==> config.mk <==
export PLATFORM = sky130hd
export DESIGN_NAME = dual_irq_ctrl
export DESIGN_NICKNAME = d
export VERILOG_FILES = /design/src/rtl/irqc_pkg.sv /design/src/rtl/irqc_bank.sv /design/src/rtl/irqc_arbiter.sv /design/src/rtl/dual_irq_ctrl.sv
export SDC_FILE = /design/constraint.sdc
export NUM_CORES = 1
export LEC_CHECK = 0
export ABC_CLOCK_PERIOD_IN_PS = 2000
export BUFFER_PORTS_ARGS = -buffer_cell sky130_fd_sc_hd__buf_2
export CAP_MARGIN = 20
export CORE_MARGIN = 8
export CORE_UTILIZATION = 35
export DETAILED_ROUTE_END_ITERATION = 12
export GPL_ROUTABILITY_DRIVEN = 0
export PLACE_DENSITY_LB_ADDON = 0.2
export SLEW_MARGIN = 20
export SYNTH_ARGS = -nofsm -noshare
export SYNTH_HDL_FRONTEND = slang
export SYNTH_SLANG_ARGS = --single-unit
==> constraint.sdc <==
create_clock -name clk -period 2 [get_ports clk]
set_input_delay 0.1 -clock clk [delete_from_list [all_inputs] [get_ports clk]]
set_output_delay 0.1 -clock clk [all_outputs]
set_load 0.005 [all_outputs]
==> src/rtl/irqc_pkg.sv <==
package irqc_pkg;
    localparam int BANK_LINES = 8;
    localparam int NUM_BANKS  = 2;
    localparam int NUM_LINES  = BANK_LINES * NUM_BANKS;
    localparam int LINE_W     = $clog2(NUM_LINES);
    localparam int SVC_W      = LINE_W + 1;
    localparam logic [SVC_W-1:0] SVC_NONE = SVC_W'(NUM_LINES);

    localparam logic [7:0] CMD_EOI_ANY  = 8'h20;
    localparam logic [4:0] CMD_EOI_LINE = 5'b01100;   // 0x60..0x67
    localparam logic [7:0] CMD_INIT_TWO = 8'h10;
    localparam logic [7:0] CMD_INIT_THR = 8'h11;
    localparam logic [7:0] CMD_SEL_PEND = 8'h0A;
    localparam logic [7:0] CMD_SEL_SVC  = 8'h0B;

    typedef enum logic [1:0] {
        ST_IDLE    = 2'd0,
        ST_OFFER   = 2'd1,
        ST_SERVICE = 2'd2
    } disp_state_e;
endpackage

==> src/rtl/irqc_bank.sv <==
module irqc_bank
    import irqc_pkg::*;
#(
    parameter logic [7:0] RST_MASK = 8'hFF
) (
    input  logic       clk,
    input  logic       rst_n,
    input  logic       wr_en,
    input  logic       port_is_data,
    input  logic [7:0] wdata,
    input  logic       svc_here,
    input  logic [2:0] svc_local,
    output logic [7:0] mask_o,
    output logic       sel_svc_o,
    output logic       eoi_o
);
    logic [1:0] init_left_q;

    always_ff @(posedge clk) begin
        if (!rst_n) begin
            mask_o      <= RST_MASK;
            init_left_q <= 2'd0;
            sel_svc_o   <= 1'b0;
        end else if (wr_en) begin
            if (port_is_data) begin
                if (init_left_q != 2'd0) init_left_q <= init_left_q - 2'd1;
                else                     mask_o      <= wdata;
            end else begin
                unique case (wdata)
                    CMD_INIT_TWO: init_left_q <= 2'd2;
                    CMD_INIT_THR: init_left_q <= 2'd3;
                    CMD_SEL_PEND: sel_svc_o   <= 1'b0;
                    CMD_SEL_SVC:  sel_svc_o   <= 1'b1;
                    default: ;
                endcase
            end
        end
    end

    // end-of-interrupt decode, gated by the in-service line living here
    always_comb begin
        eoi_o = 1'b0;
        if (wr_en && !port_is_data && svc_here) begin
            if (wdata == CMD_EOI_ANY) eoi_o = 1'b1;
            else if (wdata[7:3] == CMD_EOI_LINE && wdata[2:0] == svc_local) eoi_o = 1'b1;
        end
    end

    p_init_hold_mask_r9: assert property (@(posedge clk) disable iff (!rst_n)
        (wr_en && port_is_data && init_left_q != 2'd0) |=> $stable(mask_o));
endmodule

==> src/rtl/irqc_arbiter.sv <==
module irqc_arbiter #(
    parameter int N    = 16,
    parameter int SKIP = 2,
    localparam int IW  = $clog2(N)
) (
    input  logic [N-1:0]  req,
    input  logic [N-1:0]  mask,
    output logic          win_any,
    output logic [IW-1:0] win_idx
);
    logic [N-1:0] eligible;

    always_comb begin
        eligible = req & ~mask;
        eligible[SKIP] = 1'b0;
        win_any = 1'b0;
        win_idx = '0;
        for (int i = N - 1; i >= 0; i--) begin
            if (eligible[i]) begin
                win_any = 1'b1;
                win_idx = IW'(i);
            end
        end
    end

    always_comb begin
        if (win_any) begin
            p_win_ok_r4: assert ((req[win_idx] && !mask[win_idx]) && (int'(win_idx) != SKIP));
        end
    end
endmodule

==> src/rtl/dual_irq_ctrl.sv <==
module dual_irq_ctrl
    import irqc_pkg::*;
#(
    parameter logic [7:0]  PRI_VEC_BASE = 8'h08,
    parameter logic [7:0]  SEC_VEC_BASE = 8'h70,
    parameter int          CASCADE_LINE = 2,
    parameter logic [15:0] RST_UNMASKED = 16'h1007
) (
    input  logic        clk,
    input  logic        rst_n,
    input  logic [15:0] irq_lines,
    input  logic        cpu_ie,
    output logic        irq_valid,
    output logic [7:0]  irq_vector,
    input  logic        irq_ack,
    input  logic        bus_wr,
    input  logic        bus_rd,
    input  logic        bus_sel_sec,
    input  logic        bus_sel_data,
    input  logic [7:0]  bus_wdata,
    output logic [7:0]  bus_rdata
);
    disp_state_e state_q, state_d;

    logic [NUM_LINES-1:0] pend_q, prev_q, edges, take_bit, mask_all;
    logic [LINE_W-1:0]    offer_q, win_idx;
    logic [SVC_W-1:0]     insvc_q;
    logic                 win_any, take, retire;
    logic [NUM_BANKS-1:0] eoi_b, sel_svc_b;
    logic [7:0]           mask_b [NUM_BANKS];
    logic [7:0]           svc_bits_b [NUM_BANKS];

    for (genvar b = 0; b < NUM_BANKS; b++) begin : g_bank
        localparam logic BSEL = (b != 0);
        logic here;
        assign here = (insvc_q != SVC_NONE) && (insvc_q[LINE_W-1] == BSEL);
        assign svc_bits_b[b] = here ? (8'd1 << insvc_q[2:0]) : 8'd0;
        assign mask_all[b*BANK_LINES +: BANK_LINES] = mask_b[b];

        irqc_bank #(.RST_MASK(~RST_UNMASKED[b*8 +: 8])) u_bank (
            .clk          (clk),
            .rst_n        (rst_n),
            .wr_en        (bus_wr && (bus_sel_sec == BSEL)),
            .port_is_data (bus_sel_data),
            .wdata        (bus_wdata),
            .svc_here     (here),
            .svc_local    (insvc_q[2:0]),
            .mask_o       (mask_b[b]),
            .sel_svc_o    (sel_svc_b[b]),
            .eoi_o        (eoi_b[b])
        );
    end

    irqc_arbiter #(.N(NUM_LINES), .SKIP(CASCADE_LINE)) u_arb (
        .req     (pend_q),
        .mask    (mask_all),
        .win_any (win_any),
        .win_idx (win_idx)
    );

    assign edges    = irq_lines & ~prev_q;
    assign take     = (state_q == ST_OFFER) && irq_ack;
    assign retire   = |eoi_b;
    assign take_bit = take ? (NUM_LINES'(1) << offer_q) : '0;

    // state register
    always_ff @(posedge clk) begin
        if (!rst_n) state_q <= ST_IDLE;
        else        state_q <= state_d;
    end

    // transitions: start_offer, accept, withdraw, retire
    always_comb begin
        state_d = state_q;
        unique case (state_q)
            ST_IDLE:    if (cpu_ie && win_any) state_d = ST_OFFER;
            ST_OFFER:   if (irq_ack)           state_d = ST_SERVICE;
                        else if (!cpu_ie)      state_d = ST_IDLE;
            ST_SERVICE: if (retire)            state_d = ST_IDLE;
            default:                           state_d = ST_IDLE;
        endcase
    end

    // datapath registers
    always_ff @(posedge clk) begin
        if (!rst_n) begin
            pend_q  <= '0;
            prev_q  <= '0;
            offer_q <= '0;
            insvc_q <= SVC_NONE;
        end else begin
            prev_q <= irq_lines;
            pend_q <= (pend_q & ~take_bit) | edges;
            if (state_q == ST_IDLE && state_d == ST_OFFER) offer_q <= win_idx;
            if (take)        insvc_q <= {1'b0, offer_q};
            else if (retire) insvc_q <= SVC_NONE;
        end
    end

    // outputs
    always_comb begin
        irq_valid  = (state_q == ST_OFFER);
        irq_vector = offer_q[LINE_W-1] ? SEC_VEC_BASE + {5'd0, offer_q[2:0]}
                                       : PRI_VEC_BASE + {5'd0, offer_q[2:0]};
        bus_rdata  = 8'd0;
        if (bus_rd) begin
            if (bus_sel_data)               bus_rdata = mask_b[bus_sel_sec];
            else if (sel_svc_b[bus_sel_sec]) bus_rdata = svc_bits_b[bus_sel_sec];
            else                            bus_rdata = bus_sel_sec ? pend_q[15:8] : pend_q[7:0];
        end
    end

    p_rise_needs_ie_r5: assert property (@(posedge clk) disable iff (!rst_n)
        $rose(irq_valid) |-> $past(cpu_ie));
    p_valid_no_svc_r5: assert property (@(posedge clk) disable iff (!rst_n)
        irq_valid |-> (insvc_q == SVC_NONE));
    p_vec_hold_r5: assert property (@(posedge clk) disable iff (!rst_n)
        (irq_valid && !irq_ack && cpu_ie) |=> (irq_valid && $stable(irq_vector)));
    p_take_r6: assert property (@(posedge clk) disable iff (!rst_n)
        (irq_valid && irq_ack) |=> (!irq_valid && insvc_q != SVC_NONE));
    p_retire_r7: assert property (@(posedge clk) disable iff (!rst_n)
        retire |=> (insvc_q == SVC_NONE));
    p_rd_idle_r11: assert property (@(posedge clk) disable iff (!rst_n)
        !bus_rd |-> (bus_rdata == 8'd0));
endmodule

# Yosys cells after proc, flatten, opt, wreduce, memory -nomap -nowiden
# Cells that the tools add are included.
# W data, S select, Z words.
dict set report classes {
  add_sub_neg 4
  n_lt_le_gt_ge 2
  n_eq_ne 13
  shifts 2
  mux 63
  n_bitwise 13
  n_reduce_logical 26
}
# op n
set op_table {}
lappend op_table {{$mux W8} 13}
lappend op_table {{$mux W4} 15}
lappend op_table {{$and A16 B16 Y16} 3}
lappend op_table {{$not A16 Y16} 3}
lappend op_table {{$mux W1} 21}
lappend op_table {{$reduce_and A3 Y1} 6}
lappend op_table {{$eq A8 B4 Y1 const B} 2}
lappend op_table {{$eq A8 B5 Y1 const B} 2}
lappend op_table {{$mux W16} 1}
lappend op_table {{$mux W2} 8}
lappend op_table {{$or A16 B16 Y16} 1}
lappend op_table {{$shl A1 B4 Y16 const A} 1}
lappend op_table {{$logic_and A1 B1 Y1} 12}
lappend op_table {{$mux W5} 2}
lappend op_table {{$add A7 B3 Y8 const A} 1}
lappend op_table {{$eq A8 B6 Y1 const B} 1}
lappend op_table {{$reduce_bool A2 Y1} 4}
lappend op_table {{$shl A1 B3 Y8 const A} 1}
lappend op_table {{$pmux W2 S3} 1}
lappend op_table {{$add A4 B3 Y5 const A} 1}
lappend op_table {{$eq A5 B4 Y1 const B} 1}
lappend op_table {{$ne A5 B5 Y1 const B} 1}
lappend op_table {{$not A1 Y1} 5}
lappend op_table {{$eq A2 B1 Y1 const B} 2}
lappend op_table {{other kinds (13)} 15}
dict set report totals {
  register_bits 65
  input_bits 32
}

# Longest topological paths before layout
dict set report depth {
  ltp_word 22
  depth_mapped 7
  depth_no_buf 6
}

# Modules after synthesis
# A second synthesis with hierarchy kept.
dict set report hier_totals {
  cells_unflattened 434
  hier_area_um2 3573.4
}
# mod instances cells_each area_per_inst_um2 seq_area_each_um2
set modules_own_cells {}
lappend modules_own_cells {dual_irq_ctrl 1 240 2148.3 860.8}
lappend modules_own_cells {{irqc_bank (g_bank[0].u_bank)} 1 75 581.8 220.2}
lappend modules_own_cells {{irqc_bank (g_bank[1].u_bank)} 1 73 574.3 220.2}
lappend modules_own_cells {irqc_arbiter 1 46 269.0 0.0}

# Least setup slack after synthesis
# No wires, ideal clock.
dict set report synth_timing {
  kind {register to register}
  start {reg insvc_q[2]}
  end {reg state_q[1]}
  t_arrival_ps 1448
  slack_ps 434
  path_stages_with_launch 6
  n_path_buf 0
  period_less_slack_ps 1566
  path_cell_list {dfxtp_1 -> or2_0 -> a222oi_1 -> o2111ai_1 -> and2_4 -> a32o_1}
}
dict set report synth_via {
  elab_chain_len 8
  word_cells_on_any_way 14
  cone_classes {2 x eq/ne; 6 x mux; 6 x reduce/logical}
}
# item line_no
set synth_lines {}
lappend synth_lines {{start: declaration} dual_irq_ctrl.sv:27} ;# logic [SVC_W-1:0] insvc_q;
lappend synth_lines {{start signal: assignment} dual_irq_ctrl.sv:95} ;# if (take) insvc_q <= {1'b0, offer_q};
lappend synth_lines {{$eq A3 B3 Y1} irqc_bank.sv:45} ;# else if (wdata[7:3] == CMD_EOI_LINE && wdata[2:0] == svc_local) eoi_o = 1'b1;
lappend synth_lines {{$logic_and A1 B1 Y1} irqc_bank.sv:45}
lappend synth_lines {{$mux W1} irqc_bank.sv:45}
lappend synth_lines {{$mux W1} irqc_bank.sv:44} ;# if (wdata == CMD_EOI_ANY) eoi_o = 1'b1;
lappend synth_lines {{$mux W1} irqc_bank.sv:43} ;# if (wr_en && !port_is_data && svc_here) begin
lappend synth_lines {{$reduce_or A2 Y1 *} dual_irq_ctrl.sv:63} ;# assign retire = |eoi_b;
lappend synth_lines {{$mux W2 *} dual_irq_ctrl.sv:79} ;# ST_SERVICE: if (retire) state_d = ST_IDLE;
lappend synth_lines {{$pmux W2 S3 *} dual_irq_ctrl.sv:75} ;# unique case (state_q)
lappend synth_lines {{end signal: assignment} dual_irq_ctrl.sv:69} ;# else state_q <= state_d;
lappend synth_lines {{end: declaration} dual_irq_ctrl.sv:23} ;# disp_state_e state_q, state_d;
# Mark *: on every way between the ends. The rest lies on a longest branch, timed or not.
# A chain may end at the register's enable or synchronous reset.

# Final worst setup path
dict set report layout_timing {
  start {reg insvc_q[3]}
  end {out bus_rdata[0]}
}
dict set report layout_via {
  elab_chain_len 9
  word_cells_on_any_way 12
  cone_classes {1 x eq/ne; 8 x mux; 1 x bitwise; 2 x reduce/logical}
}
# item line_no
set layout_lines {}
lappend layout_lines {{$ne A5 B5 Y1 / $not A1 Y1 (equally long branches)} dual_irq_ctrl.sv:36} ;# assign here = (insvc_q != SVC_NONE) && (insvc_q[LINE_W-1] == BSEL);
lappend layout_lines {{$logic_and A1 B1 Y1} dual_irq_ctrl.sv:36}
lappend layout_lines {{$mux W8} dual_irq_ctrl.sv:37} ;# assign svc_bits_b[b] = here ? (8'd1 << insvc_q[2:0]) : 8'd0;
lappend layout_lines {{$mux W8 (implied by the code) * (3 in a row)} dual_irq_ctrl.sv:108} ;# else if (sel_svc_b[bus_sel_sec]) bus_rdata = svc_bits_b[bus_sel_sec];
lappend layout_lines {{$mux W8 *} dual_irq_ctrl.sv:108}
lappend layout_lines {{$mux W8 *} dual_irq_ctrl.sv:107} ;# if (bus_sel_data) bus_rdata = mask_b[bus_sel_sec];
lappend layout_lines {{$mux W8 *} dual_irq_ctrl.sv:106} ;# if (bus_rd) begin
lappend layout_lines {{end: declaration} dual_irq_ctrl.sv:21} ;# output logic [7:0] bus_rdata
# Mark *: on every way between the ends. The rest lies on a longest branch, timed or not. The select of a mux whose other input is x is not followed.

==> results summary <==
The number of diodes came out at 0. Wires add up to 9.120 mm. The transition at the pin with the smallest max-transition slack came out at slightly below 600 ps.

Setup repair after global routing could not meet its margin everywhere. The final critical-path share of the clock period is 96.86%. The core box area is 9109 um^2. The standby leakage power came out at ~1.6 nW. Across the routed clock network, the largest skew measured is 7.762 ps. The average routed wire per standard cell is 15.89 um. The number of nets in the synthesized netlist came out at about 430. Summing all flip-flop and latch instances after layout gives 1303 um^2. The number of buffers created by CTS came out at 9. After synthesis the netlist holds a flip-flop and latch count of 65. The count of cells along the worst hold path is 2. The post-route setup TNS came out at 0 ps. The average cell area after synthesis came out at 8.156 um^2.

The count of final max-slew check failures came to 0. The multi-input logic area is 1802 um^2. The gate count after technology mapping is 397.

The number of vias per cell came out at 5.235. The number of vias after detailed routing is 3,005. The tool flagged a number of max-cap violations equal to 0.

The number of antenna violations at the first check in global routing is 0. The met2 routed wirelength is 4.335 mm. The number of hold-slack violations in the final timing report came to 0. The required time of the worst setup path is 1900 ps.

The number of warnings printed during yosys synthesis came out at 0. The count of final setup violators is 0. The number of top-level pins is 49.

CTS saw 65 sinks. From bottom edge to top edge, the die measures 112.2 um. At the worst endpoint, the arrival time is between 1500 and 2000 ps. The residual overflow from global routing came out at 0.

The fraction of power consumed by combinational cells is 14.4%. The category of the most critical setup path is flip-flop to primary output. The post-route antenna net violation count came out at 0. The net count of the finished layout is 492. The fraction of layout cells with a size suffix above 1 came out at 20.95%. The startpoint of the lowest-slack register-to-register path is pend_q[7]$_SDFF_PN0_. The first-pass GRT wire length came out at 15.17 mm. In this run the power spent charging and discharging nets is 0.0008315 W. The number of iterations in the first detailed-routing pass is 4.

The power share of the clock group came out at about two fifths. The detailed router's first-iteration violation count came out at 168. Row generation in the floorplan step produced 35 rows. Cells fill 43.32% of the core in the end. The post-route DRC violation count came out at 0. For this run, the leading register cell type out of synthesis is dfxtp_1. The die width came out at between 100 and 150 um. After clock tree synthesis, the clock-pin slew on the worst setup and hold paths is 70 ps. The path type of the worst min-delay path is primary input to flip-flop. The count of cells along the worst register-to-register path came out at 5. The share of flip-flops with an asynchronous set or reset is 0%. The flow ran to the end, and the final reports show no timing, DRC or antenna violations. The met3 wire length is 457 um.

Overall power consumption after layout is estimated at between 0.002 and 0.003 W. Detailed placement finished with a half-perimeter wire length of 6.899 mm. The area growth from synthesis to layout is 21.87%. The count of different cell masters after synthesis is 48. The maximum buffer depth of the clock tree came out at 2. The largest fanout on the critical path is 3. The root cell of the clock tree is clkbuf_8. Entering global routing, the biggest net connects 41 pins. The overall die area is 12,590 um^2. After layout, the minimum clock period comes to roughly 1900 ps.

The fraction of power spent switching nets came out at ~28%. The start point of the critical path is insvc_q[3]$_SDFFE_PN0P_. The overall track demand over capacity in global routing came out at 15.02%. The hold path startpoint is cpu_ie. The remaining max-slew budget at the tightest pin came out at 60.85%. The post-synthesis sequential area ratio came out at 40.19%. In this run the tool buffered the top-level ports with 47 buffer cells. For this design the ratio of total power to cell area is 756.5 nW/um^2. The routed metal-1 wirelength came out at 4.237 mm. The top routing layer in use is met4. CTS built an H-tree with a depth of 3. Derived from the worst setup path, the maximum achievable clock frequency is 0.5162 GHz. The synthesized cell area is between 3000 and 4000 um^2.

The effective utilization at floorplan came out at 35.55%. TritonCTS built the clock tree. STA classifies the critical path startpoint as a flip-flop. The filler cell count in the final layout came out at 956. The clock network latency to the later pin of the worst-skew pair came out at 340 ps. The number of global-route vias before repair is 3,086. STA classifies the critical path endpoint as a primary output. The peak supply drop is 0.4887 mV. The number of enable flip-flop cells after synthesis came out at 0. Internal power comes to 0.002154 W. The sequential share of power is 47.5%.
power groups by stage:
stage / clock, W / sequential, W / combinational [W]
after floorplan: 0 / 0.00143 / 0.000269
after global placement: 0 / 0.00144 / 0.000399
after detailed placement: 0 / 0.00145 / 0.000405
after CTS: 0.00117 / 0.00142 / 0.000433
after global routing: 0.00125 / 0.00143 / 0.000478
final: 0.00114 / 0.00142 / 0.000429
per-stage QoR:
step                      worst slack, ps  hold WS [ps]  instances  instance area, um^2
after floorplan                     434.5         221.7        397                 3238
after global placement              286.5         315.7        541                 3563
after detailed placement            250.7         322.0        541                 3563
after CTS                           13.83         29.17        574                 3939
after global routing               -11.97         32.28        574                 3946
final                               62.71         43.14        574                 3946
metal layers:
metal,global-route usage (%),vias to the layer above
met5,0,-
met4,5.036,0
met3,4.240,7
met2,25.85,66
met1,17.51,1409
li1,-,1523
path summary, 6_finish.rpt:
check,endpoint,slack (ps)
setup / recovery,bus_rdata[0],60
hold / removal,state_q[0]$_SDFF_PN0_,40
setup reg to reg,state_q[0]$_SDFF_PN0_,250
hold reg to reg,g_bank[1].u_bank.sel_svc_o$_SDFFE_PN0P_,460
kinds of logic (layout without fill, tap and decap cells):
family | count (synthesis) | after routing | synth area share [%]
AO/OA/AOI/OAI | 96 | 96 | 18.74
AND/OR/NAND/NOR | 182 | 182 | 29.75
other | 1 | 1 | 0.1158
adder cells (fa/ha/maj) | 2 | 2 | 0.7727
buffers and inverters | 33 | 99 | 4.521
flip-flops | 65 | 65 | 40.19
multiplexers | 18 | 18 | 5.912
synth_stat cells (2+ instances only):
cell type	number	area (um^2)
o221a_2	6	67.56
and2_1	19	118.9
or2_2	2	12.51
ha_1	2	25.02
nand4_1	8	50.05
a31o_2	2	17.52
a21oi_1	32	160.2
nor4b_1	3	26.28
o21ai_0	37	185.2
nand3b_1	2	15.01
nor4_1	2	12.51
nor3b_1	3	22.52
nor2b_1	13	81.33
and3_1	2	12.51
a2111oi_2	2	30.03
buf_4	3	22.52
nor2_1	15	56.30
nand2b_1	27	168.9
nor3_1	5	25.02
buf_2	3	15.01
mux2_2	9	101.4
o211ai_1	3	22.52
or3_1	2	12.51
dfxtp_1	65	1301
nand2_1	53	198.9
inv_1	12	45.04
a22oi_1	2	15.01
o32a_1	2	20.02
clkbuf_1	14	52.55
mux2i_1	9	90.09
nand3_1	21	105.1
flip-flops by register name (all words and copies together), names as in the netlist:
name and count:
g_bank.u_bank.init_left_q 4, g_bank.u_bank.mask_o 16, g_bank.u_bank.sel_svc_o 2, insvc_q 5, offer_q 4, pend_q 16, prev_q 16, state_q 2
critical path: stages (launching register included):
cell	delay, ps
dfxtp_1	320
or2_2	310
o21ai_1	140
nand3b_1	120
o32a_1	310
a21oi_2	150
buf_2	140
cell type report:
class	count	area share, %
tap	111	3.519
inverter	12	1.141
clock buffer	9	3.139
multi-input combinational	299	45.66
timing repair buffer	71	11.54
clock inverter	7	1.997
sequential	65	33.01
cell usage in the layout (no fill, tap or decap), types with 3 or more instances in the layout:
cell type	n
clkinv_4	3
o221a_2	6
o21ai_0	36
nor3b_1	3
inv_1	12
clkbuf_8	9
dfxtp_1	64
nor2b_1	13
nor2_1	14
buf_4	8
and2_1	19
mux2_2	9
nor4b_1	3
nand2_1	53
o211ai_1	3
mux2i_1	9
dlygate4sd3_1	16
nand4_1	8
a21oi_1	31
nand2b_1	27
nand3_1	20
buf_2	47
nor3_1	5
timing repair:
item | in CTS | in global routing
hold endpoints to repair | 19 | 0
resized for setup | 2 | 3
buffers inserted | 1 | 0
hold buffers | 16 | 0
pin swaps | 0 | 1
setup endpoints to repair | 1 | 4
(Power assumes the default switching activity.)
